[config.mk]
export PLATFORM = sky130hd
export DESIGN_NAME = ptp_pin_wavegen
export DESIGN_NICKNAME = d
export VERILOG_FILES = /design/src/rtl/wavegen_pkg.sv /design/src/rtl/wg_ns_delta.sv /design/src/rtl/wg_free_seq.sv /design/src/rtl/wg_second_gate.sv /design/src/rtl/ptp_pin_wavegen.sv
export SDC_FILE = /design/constraint.sdc
export NUM_CORES = 1
export LEC_CHECK = 0
export BUFFER_PORTS_ARGS = -buffer_cell sky130_fd_sc_hd__buf_4
export CORE_MARGIN = 2
export CORE_UTILIZATION = 30
export CTS_CLUSTER_DIAMETER = 80
export DETAILED_ROUTE_END_ITERATION = 10
export GPL_ROUTABILITY_DRIVEN = 0
export SLEW_MARGIN = 20
export SYNTH_ARGS = -nofsm -noshare
export SYNTH_HDL_FRONTEND = slang
export SYNTH_HIERARCHICAL = 1
export SYNTH_SLANG_ARGS = --single-unit
[constraint.sdc]
create_clock -name clk -period 8.3 [get_ports clk]
set_input_delay 0.83 -clock clk [delete_from_list [all_inputs] [get_ports clk]]
set_output_delay 0.83 -clock clk [all_outputs]
set_load 0.05 [all_outputs]
[src/rtl/wavegen_pkg.sv]
package wavegen_pkg;
  typedef enum logic [1:0] {
    PA_IDLE  = 2'd0,
    PA_CLOCK = 2'd1
  } pin_action_e;

  localparam logic [1:0] SYNC_SECOND = 2'd3;

  // Nanoseconds elapsed between two samples of the domain counter.
  function automatic logic [31:0] ns_step(input logic [31:0] prev_ns,
                                          input logic [31:0] cur_ns,
                                          input logic        wrapped,
                                          input logic [31:0] ns_per_sec);
    ns_step = wrapped ? (cur_ns + ns_per_sec - prev_ns) : (cur_ns - prev_ns);
  endfunction

  // True when ns lies in [start, start+width) of the current second.
  function automatic logic in_window(input logic [31:0] ns,
                                     input logic [31:0] start,
                                     input logic [31:0] width);
    in_window = (width != 32'd0) && (ns >= start) && (ns < start + width);
  endfunction
endpackage

[src/rtl/wg_ns_delta.sv]
module wg_ns_delta #(
  parameter int NS_PER_SEC = 1000000000,
  parameter int NS_W       = 30,
  parameter int ACC_W      = 32
) (
  input  logic             clk,
  input  logic             rst_n,
  input  logic [NS_W-1:0]  cur_ns,
  input  logic             sec_tick,
  output logic [ACC_W-1:0] delta_ns
);
  import wavegen_pkg::*;

  logic [NS_W-1:0] prev_ns_q;
  logic [31:0]     step_w;

  always_ff @(posedge clk) begin
    if (!rst_n) prev_ns_q <= '0;
    else        prev_ns_q <= cur_ns;
  end

  assign step_w   = ns_step(32'(prev_ns_q), 32'(cur_ns), sec_tick, 32'(NS_PER_SEC));
  assign delta_ns = ACC_W'(step_w);

  AST_DELTA_BOUND: assert property (@(posedge clk) disable iff (!rst_n)
    $past(rst_n) |-> delta_ns <= ACC_W'(NS_PER_SEC));
endmodule

[src/rtl/wg_free_seq.sv]
module wg_free_seq #(
  parameter int NS_W  = 30,
  parameter int ACC_W = 32
) (
  input  logic             clk,
  input  logic             rst_n,
  input  logic             run,
  input  logic             start,
  input  logic [ACC_W-1:0] delta_ns,
  input  logic [NS_W-1:0]  low_ns,
  input  logic [NS_W-1:0]  high_ns,
  output logic             level_nxt
);
  logic             seg_q;      // 0 low segment, 1 high segment
  logic [ACC_W-1:0] elapsed_q;
  logic [ACC_W-1:0] acc_w;
  logic [ACC_W-1:0] seg_len_w;
  logic             cross_w;
  logic             hold_w;

  assign acc_w     = elapsed_q + delta_ns;
  assign seg_len_w = seg_q ? ACC_W'(high_ns) : ACC_W'(low_ns);
  assign cross_w   = acc_w >= seg_len_w;
  assign hold_w    = !run || start || (high_ns == '0);
  assign level_nxt = hold_w ? 1'b0 : (cross_w ? ~seg_q : seg_q);

  always_ff @(posedge clk) begin
    if (!rst_n || hold_w) begin
      seg_q     <= 1'b0;
      elapsed_q <= '0;
    end else if (cross_w) begin
      seg_q     <= ~seg_q;
      elapsed_q <= acc_w - seg_len_w;
    end else begin
      elapsed_q <= acc_w;
    end
  end

  AST_START_LOW: assert property (@(posedge clk) disable iff (!rst_n)
    start |=> !seg_q && elapsed_q == '0);
  AST_SEG_ON_CROSS: assert property (@(posedge clk) disable iff (!rst_n)
    (run && !start && high_ns != '0 && !cross_w) |=> $stable(seg_q));
endmodule

[src/rtl/wg_second_gate.sv]
module wg_second_gate #(
  parameter int NS_W = 30
) (
  input  logic [NS_W-1:0] cur_ns,
  input  logic [NS_W-1:0] low_ns,
  input  logic [NS_W-1:0] high_ns,
  output logic            level
);
  import wavegen_pkg::*;
  assign level = in_window(32'(cur_ns), 32'(low_ns), 32'(high_ns));
endmodule

[src/rtl/ptp_pin_wavegen.sv]
module ptp_pin_wavegen #(
  parameter int NS_PER_SEC = 1000000000,
  parameter int NS_W       = $clog2(NS_PER_SEC)
) (
  input  logic            clk,
  input  logic            rst_n,
  input  logic            dom_en,
  input  logic [NS_W-1:0] dom_ns,
  input  logic            dom_sec_tick,
  input  logic [1:0]      pin_action,
  input  logic [1:0]      sync_mode,
  input  logic [NS_W-1:0] low_ns,
  input  logic [NS_W-1:0] high_ns,
  output logic            pin_out
);
  import wavegen_pkg::*;
  localparam int ACC_W = NS_W + 2;

  logic             active_w;
  logic             second_w;
  logic             free_run_w;
  logic             free_q;
  logic             free_start_w;
  logic [ACC_W-1:0] delta_w;
  logic             free_lvl_w;
  logic             sec_lvl_w;
  logic             pin_d;

  assign active_w     = dom_en && (pin_action == PA_CLOCK);
  assign second_w     = (sync_mode == SYNC_SECOND);
  assign free_run_w   = active_w && !second_w;
  assign free_start_w = free_run_w && !free_q;

  wg_ns_delta #(.NS_PER_SEC(NS_PER_SEC), .NS_W(NS_W), .ACC_W(ACC_W)) delta_i (
    .clk(clk), .rst_n(rst_n), .cur_ns(dom_ns), .sec_tick(dom_sec_tick),
    .delta_ns(delta_w));

  wg_free_seq #(.NS_W(NS_W), .ACC_W(ACC_W)) free_i (
    .clk(clk), .rst_n(rst_n), .run(free_run_w), .start(free_start_w),
    .delta_ns(delta_w), .low_ns(low_ns), .high_ns(high_ns),
    .level_nxt(free_lvl_w));

  wg_second_gate #(.NS_W(NS_W)) sec_i (
    .cur_ns(dom_ns), .low_ns(low_ns), .high_ns(high_ns), .level(sec_lvl_w));

  assign pin_d = active_w && (second_w ? sec_lvl_w : free_lvl_w);

  always_ff @(posedge clk) begin
    if (!rst_n) begin
      free_q  <= 1'b0;
      pin_out <= 1'b0;
    end else begin
      free_q  <= free_run_w;
      pin_out <= pin_d;
    end
  end

  AST_INACTIVE_LOW: assert property (@(posedge clk) disable iff (!rst_n)
    !active_w |=> !pin_out);
  AST_ZERO_WIDTH_LOW: assert property (@(posedge clk) disable iff (!rst_n)
    (high_ns == '0) |=> !pin_out);
  AST_SECOND_EARLY_LOW: assert property (@(posedge clk) disable iff (!rst_n)
    (second_w && dom_ns < low_ns) |=> !pin_out);
  AST_SECOND_LATE_LOW: assert property (@(posedge clk) disable iff (!rst_n)
    (second_w && ({1'b0, dom_ns} >= {1'b0, low_ns} + {1'b0, high_ns})) |=> !pin_out);
  AST_FREE_ENTRY_LOW: assert property (@(posedge clk) disable iff (!rst_n)
    free_start_w |=> !pin_out);
endmodule

# Yosys cells after proc, flatten, opt, wreduce, memory -nomap -nowiden
# Index checks and enable logic that the tools add are counted.
# word_totals
regBits	65
output_inout_bits	1
# classes
n_mux	6
n_lt_le_gt_ge	3
bitwise	1
n_reduce_logical	15
addsub	6
n_eq_ne	2
# ops
cell	count
2-to-1 mux 32 bit	2
adder 32 bit	1
>= comparator 32 bit	1
less-than comparator 30 x 32 -> 1 bit	1
subtractor 32 x 30 -> 32 bit	1
subtractor 32 bit	1
adder 30 x 30 -> 31 bit	1
adder 30 x 30 -> 31 bit, second input constant	1
subtractor 30 x 30 -> 31 bit	1
>= comparator 30 bit	1
zero test 30 bit	1
2-to-1 mux 30 bit	1
nonzero test 30 bit	1
logical AND 1 bit	6
zero test 1 bit	4
logical OR 1 bit	3
2-to-1 mux 1 bit	3
equality test 2 x 1 -> 1 bit, second input constant	1
equality test 2 bit, second input constant	1
inverter 1 bit	1

# Logic depth before layout (Yosys ltp)
# logic_depth
depth_word	9
mapped_depth	34
depth_no_buf	33

# Modules after synthesis
# Netlist, hierarchy kept.
# modules_own_cells
module	cells_each	area_per_inst_um2	instances
wg_ns_delta	660	4999.8	1
wg_free_seq	636	4844.6	1
wg_second_gate	390	2956.6	1
ptp_pin_wavegen	10	97.6	1

# Worst setup path before layout
# No wires, ideal clock.
# synth_timing
kind	input port to flip-flop
start	input port dom_ns[1]
end	register pin_out
stages	30
arrival_ns	7.347
n_path_buf	0
slack_ns	0.886
setup_ns	0.067
path_cell_list	ha_1 ha_1 fa_1 nor2b_1 o211ai_1 a211oi_1 o311a_1 or2_1 a21oi_1 xnor2_1 mux2_2 ha_1 nand3_1 or3_1 a211oi_2 o311a_1 o21ai_1 and4_1 or3_1 ha_1 a21o_1 a21o_1 a21oi_1 o21ai_0 a211oi_2 nand4_2 xnor2_1 nor2_1 a21bo_1 a21oi_2
# synth_between
elab_chain_len	9
elab_cells_between_ends	14
classes_between	4 x add/sub; 3 x order compare; 4 x mux; 3 x reduce/logical
# synth_rtl
element	line	text
start: declaration	ptp_pin_wavegen.sv:8	input logic [NS_W-1:0] dom_ns,
adder 30 x 30 -> 31 bit	wavegen_pkg.sv:14	ns_step = wrapped ? (cur_ns + ns_per_sec - prev_ns) : (cur_ns - prev_ns);
subtractor 32 x 30 -> 32 bit	wavegen_pkg.sv:14	
2-to-1 mux 32 bit *	wavegen_pkg.sv:14	
via delta_w[15]	ptp_pin_wavegen.sv:24	logic [ACC_W-1:0] delta_w;
adder 32 bit *	wg_free_seq.sv:21	assign acc_w = elapsed_q + delta_ns;
>= comparator 32 bit *	wg_free_seq.sv:23	assign cross_w = acc_w >= seg_len_w;
2-to-1 mux 1 bit * (2 in series)	wg_free_seq.sv:25	assign level_nxt = hold_w ? 1'b0 : (cross_w ? ~seg_q : seg_q);
via free_lvl_w	ptp_pin_wavegen.sv:25	logic free_lvl_w;
2-to-1 mux 1 bit *	ptp_pin_wavegen.sv:46	assign pin_d = active_w && (second_w ? sec_lvl_w : free_lvl_w);
logical AND 1 bit *	ptp_pin_wavegen.sv:46	
end signal: assignment	ptp_pin_wavegen.sv:54	pin_out <= pin_d;
end: declaration	ptp_pin_wavegen.sv:14	output logic pin_out
# The timed path passes the listed nets; every way through them passes the cells marked *.
# A chain may end at the register's enable or synchronous reset.

# Worst setup path after layout
# layout_timing
start	input port dom_ns[1]
end	register free_i.elapsed_q[25]
# layout_between
elab_chain_len	6
elab_cells_between_ends	8
classes_between	5 x add/sub; 1 x order compare; 2 x mux
# layout_rtl
element	line	text
adder 30 x 30 -> 31 bit	wavegen_pkg.sv:14	
subtractor 32 x 30 -> 32 bit	wavegen_pkg.sv:14	
2-to-1 mux 32 bit *	wavegen_pkg.sv:14	
via delta_w[15]	ptp_pin_wavegen.sv:24	
adder 32 bit *	wg_free_seq.sv:21	
subtractor 32 bit or >= comparator 32 bit (tied branches)	wg_free_seq.sv:33, wg_free_seq.sv:23	
2-to-1 mux 32 bit *	wg_free_seq.sv:31	end else if (cross_w) begin
end signal: assignment	wg_free_seq.sv:33	elapsed_q <= acc_w - seg_len_w;
end signal: assignment	wg_free_seq.sv:35	elapsed_q <= acc_w;
end: declaration	wg_free_seq.sv:15	logic [ACC_W-1:0] elapsed_q;
# Marks and branches as above.

==> impl_metrics.csv <==
group,metric,value,unit
critical_path,critPathLaunchType,"input port",
drt,drtAntennaViolNets,0,
sta,max_slew_margin,27.68,%
flow_run,cap_violations,0,
floorplan,start_util,30.55,%
pwr,power_frac_clock,18.0,%
pwr,pwr_density_cell,175.4,nW/um2
final_layout,layout.nets,2124,
yosys,ys_seq_area_share,10.09,%
drt,drc,0,
yosys,avgSynthCellArea,7.605,um2
clock_tree,holdBufCountCts,0,
place,dpl.hpwl,34540,um
clock_tree,cts_sinks,65,
floorplan,core-area,42230,um2
yosys,synth_async_sr_flop_share,0,%
critical_path,startpoint,"dom_ns[1]",
critical_path,crit_fanout,32,
drt,drt-total-wl,41330,um
pwr,p_sw,1206,uW
clock_tree,htree_levels,3,
critical_path,critical_path.endpoint,"free_i/elapsed_q[25]$_SDFF_PP0_",
critical_path,cp_num_cells,32,
critical_path,path_class,"input port to flip-flop",
yosys,syn-cell-area,12900,um2
drt,dr.pass1.iters,5,
sta,drv_slew,0,
pwr,switching_share,47.05,%
critical_path,crit_family,"simple AND/OR/NAND/NOR gates",
floorplan,die_h,211.4,um
critical_path,crit_path_end_kind,"flip-flop",
pwr,p_seq_share,13.1,%
yosys,synthFlopType,"dfxtp_1",
critical_path,cp_num_buf_inv,3,
clock_tree,clk-insertion-delay-late,0.37,ns
critical_path,rr_startpoint,"delta_i/prev_ns_q[3]$_SDFF_PN0_",
critical_path,regToRegEndpoint,"free_i/elapsed_q[25]$_SDFF_PP0_",
yosys,synth_top_area_cell,"ha_1",
global_route,antenna_found_initial,4,
hold_path,hp-class,"flip-flop to flip-flop",
drt,drtIter0Drc,805,
outcome,status,"complete, no violations",
critical_path,crit_required,8.60,ns
sta,fin_setup_tns,0,ns
final_layout,design_area,14620,um2
drt,wire_per_inst,17.72,um
yosys,syn_inst,1696,
pwr,vdd.ir_drop.worst,0.00009813,V
sta,skew,0.01135,ns
yosys,synth.most_common_cell,"ha_1",
drt,viasPerCell,5.403,
critical_path,slowest_stage,"or4_1",
global_route,grt_overflow_total,0,
critical_path,critPathMostFrequentCell,"ha_1",
sta,finalHoldViolations,0,
sta,tightestPinTransition,1.075,ns
final_layout,drive_gt1_share,10.55,%
yosys,synth_cell_types,98,
sta,rsz0062_at_grt,"no",
pwr,internal_power,1357,uW
critical_path,max_stage_delay,0.53,ns
place,dpl-instance-area,14250,um2
floorplan,num_rows,75,
yosys,synth_top_area_share,21.34,%
clock_tree,cts_tree,"done",
final_layout,area_delta_synth_final,13.31,%
global_route,grt_pass1_wl,64580,um
clock_tree,cts_inserted_buffers,9,
global_route,grt_max_degree,57,
drt,vias,12606,
floorplan,die_w,211.4,um
sta,final-setup-viol-count,0,
floorplan,die_area,44670,um2
critical_path,worst-endpoint-arrival,8.16,ns
sta,min_period,7.864,ns
floorplan,io_pins,99,
yosys,synthTopCellsByCount,"ha_1, inv_1, a21oi_1",
clock_tree,clkTransAtPathRegs,0.06,ns
pwr,comb_power_share,68.9,%
critical_path,rr_worst_depth,32,
sta,post-route-period-util,94.75,%
clock_tree,root_buffer,"clkbuf_16",
place,io_buffers,98,
yosys,yosys_warnings,6,
global_route,track_usage,18.55,%
yosys,synth_edf_count,0,
global_route,grt_pass1_vias,12260,
critical_path,r2r_slack,0.66,ns
yosys,synth_area_leaders,"ha_1, dfxtp_1, a21oi_1",
pwr,p_leak,0.006625,uW
sta,fmax,127.2,MHz
yosys,synth_nets,2034,
yosys,synth_seq_cells,65,
clock_tree,clockBufferDepth,2,
## per-layer routing
metal / share of wire, % / GRT usage [%] / vias up
met5: 0.024 / 0 / -
met2: 46 / 31.42 / 325
li1: - / - / 6359
met3: 4.2 / 1.914 / 70
met1: 45 / 23.34 / 5850
met4: 4.4 / 9.495 / 2
## cell families after synthesis
| kind of cell | count (synthesis) | share of synthesized area (%) |
|---|---|---|
| adders and majority gates | 243 | 24.69 |
| AOI/OAI and AO/OA | 522 | 27.55 |
| DFF | 65 | 10.09 |
| xor gates and xnor gates | 116 | 7.877 |
| and+or+nand+nor | 519 | 20.81 |
| buffers and inverters | 191 | 5.820 |
| muxes | 40 | 3.172 |
## worst min path at each step
stage	depth (start not counted)	slack (ns)	to	start
after floorplan	3	0.64	free_i/elapsed_q[0]$_SDFF_PP0_	free_i/elapsed_q[0]$_SDFF_PP0_
after global placement	2	0.56	free_i/seg_q$_SDFF_PP0_	free_i/seg_q$_SDFF_PP0_
after detailed placement	2	0.56	free_i/seg_q$_SDFF_PP0_	free_i/seg_q$_SDFF_PP0_
after CTS	2	0.58	free_i/seg_q$_SDFF_PP0_	free_i/seg_q$_SDFF_PP0_
after global routing	2	0.60	free_i/seg_q$_SDFF_PP0_	free_i/seg_q$_SDFF_PP0_
final	2	0.56	free_i/seg_q$_SDFF_PP0_	free_i/seg_q$_SDFF_PP0_
## cell type report
cell class / instances / area (um2)
inverter: 160 / 600.6
fill: 4437 / 27610
clock inverter: 6 / 105.1
clock buffer: 10 / 239.0
sequential: 65 / 1303
tap: 539 / 674.4
multi-input combinational: 1440 / 10850
timing repair buffer: 110 / 838.3
antenna: 3 / 7.507
## through the flow
| stage | total power [uW] | setup WS (ns) | util, % | hold slack (ns) | instances |
|---|---|---|---|---|---|
| after floorplan | 1663 | 0.8863 | - | 0.6383 | 1696 |
| after global placement | 2047 | 0.2359 | 33.74 | 0.5559 | 2312 |
| after detailed placement | 2069 | 0.1313 | 33.74 | 0.5578 | 2312 |
| after CTS | 2548 | 0.4610 | 34.55 | 0.5767 | 2328 |
| after global routing | 2780 | 0.005789 | 34.61 | 0.6023 | 2333 |
| final | 2563 | 0.4358 | 34.61 | 0.5619 | 2333 |
## layout by cell type, fill, tap and decap left out, drive strengths merged, types with 10 or more instances in the layout
cell type | netlist | final
ha | 220 | 220
a21oi | 162 | 162
inv | 160 | 160
nand2 | 124 | 124
buf | 13 | 110
nor2 | 100 | 100
o21ai | 90 | 90
xnor2 | 81 | 81
a21o | 66 | 66
dfxtp | 65 | 65
nor3 | 45 | 45
and2 | 42 | 42
nand3 | 41 | 41
a211oi | 39 | 39
mux2i | 36 | 36
xor2 | 35 | 35
nand2b | 27 | 27
o21a | 22 | 22
nand4 | 21 | 21
or3 | 21 | 21
o31ai | 20 | 20
a31oi | 20 | 20
nor4 | 20 | 20
fa | 20 | 20
nor2b | 17 | 17
o21bai | 17 | 17
and3 | 16 | 16
o211ai | 13 | 13
clkbuf | 18 | 10
or2 | 10 | 10
## power by group through the flow
stage          Combinational [uW]  Clock [uW]  Sequential [uW]
3_3_place_gp                 1700           0              343
3_5_place_dp                 1730           0              343
5_1_grt                      1960         480              337
6_report                     1770         461              336
4_1_cts                      1740         471              336
2_1_floorplan                1320           0              340
## tightest hold or removal path: cells and delay by family, from the launching register on
| kind | cells | cell delay (ns) |
|---|---|---|
| simple gates | 1 | 0.10 |
| flops | 1 | 0.33 |
| xor+xnor | 1 | 0.10 |
## state kept, by name, indices dropped and copies added (netlist names)
name	count
free_i/elapsed_q	32
free_q	1
pin_out	1
delta_i/prev_ns_q	30
free_i/seg_q	1
## what timing repair did
item / 4_1_cts / 5_1_grt
hold endpoints to repair: 0 / 0
setup endpoints to repair: 0 / 5
setup buffers: 0 / 2
gates resized for setup: 0 / 1
Power figures use the tool's default switching activity.
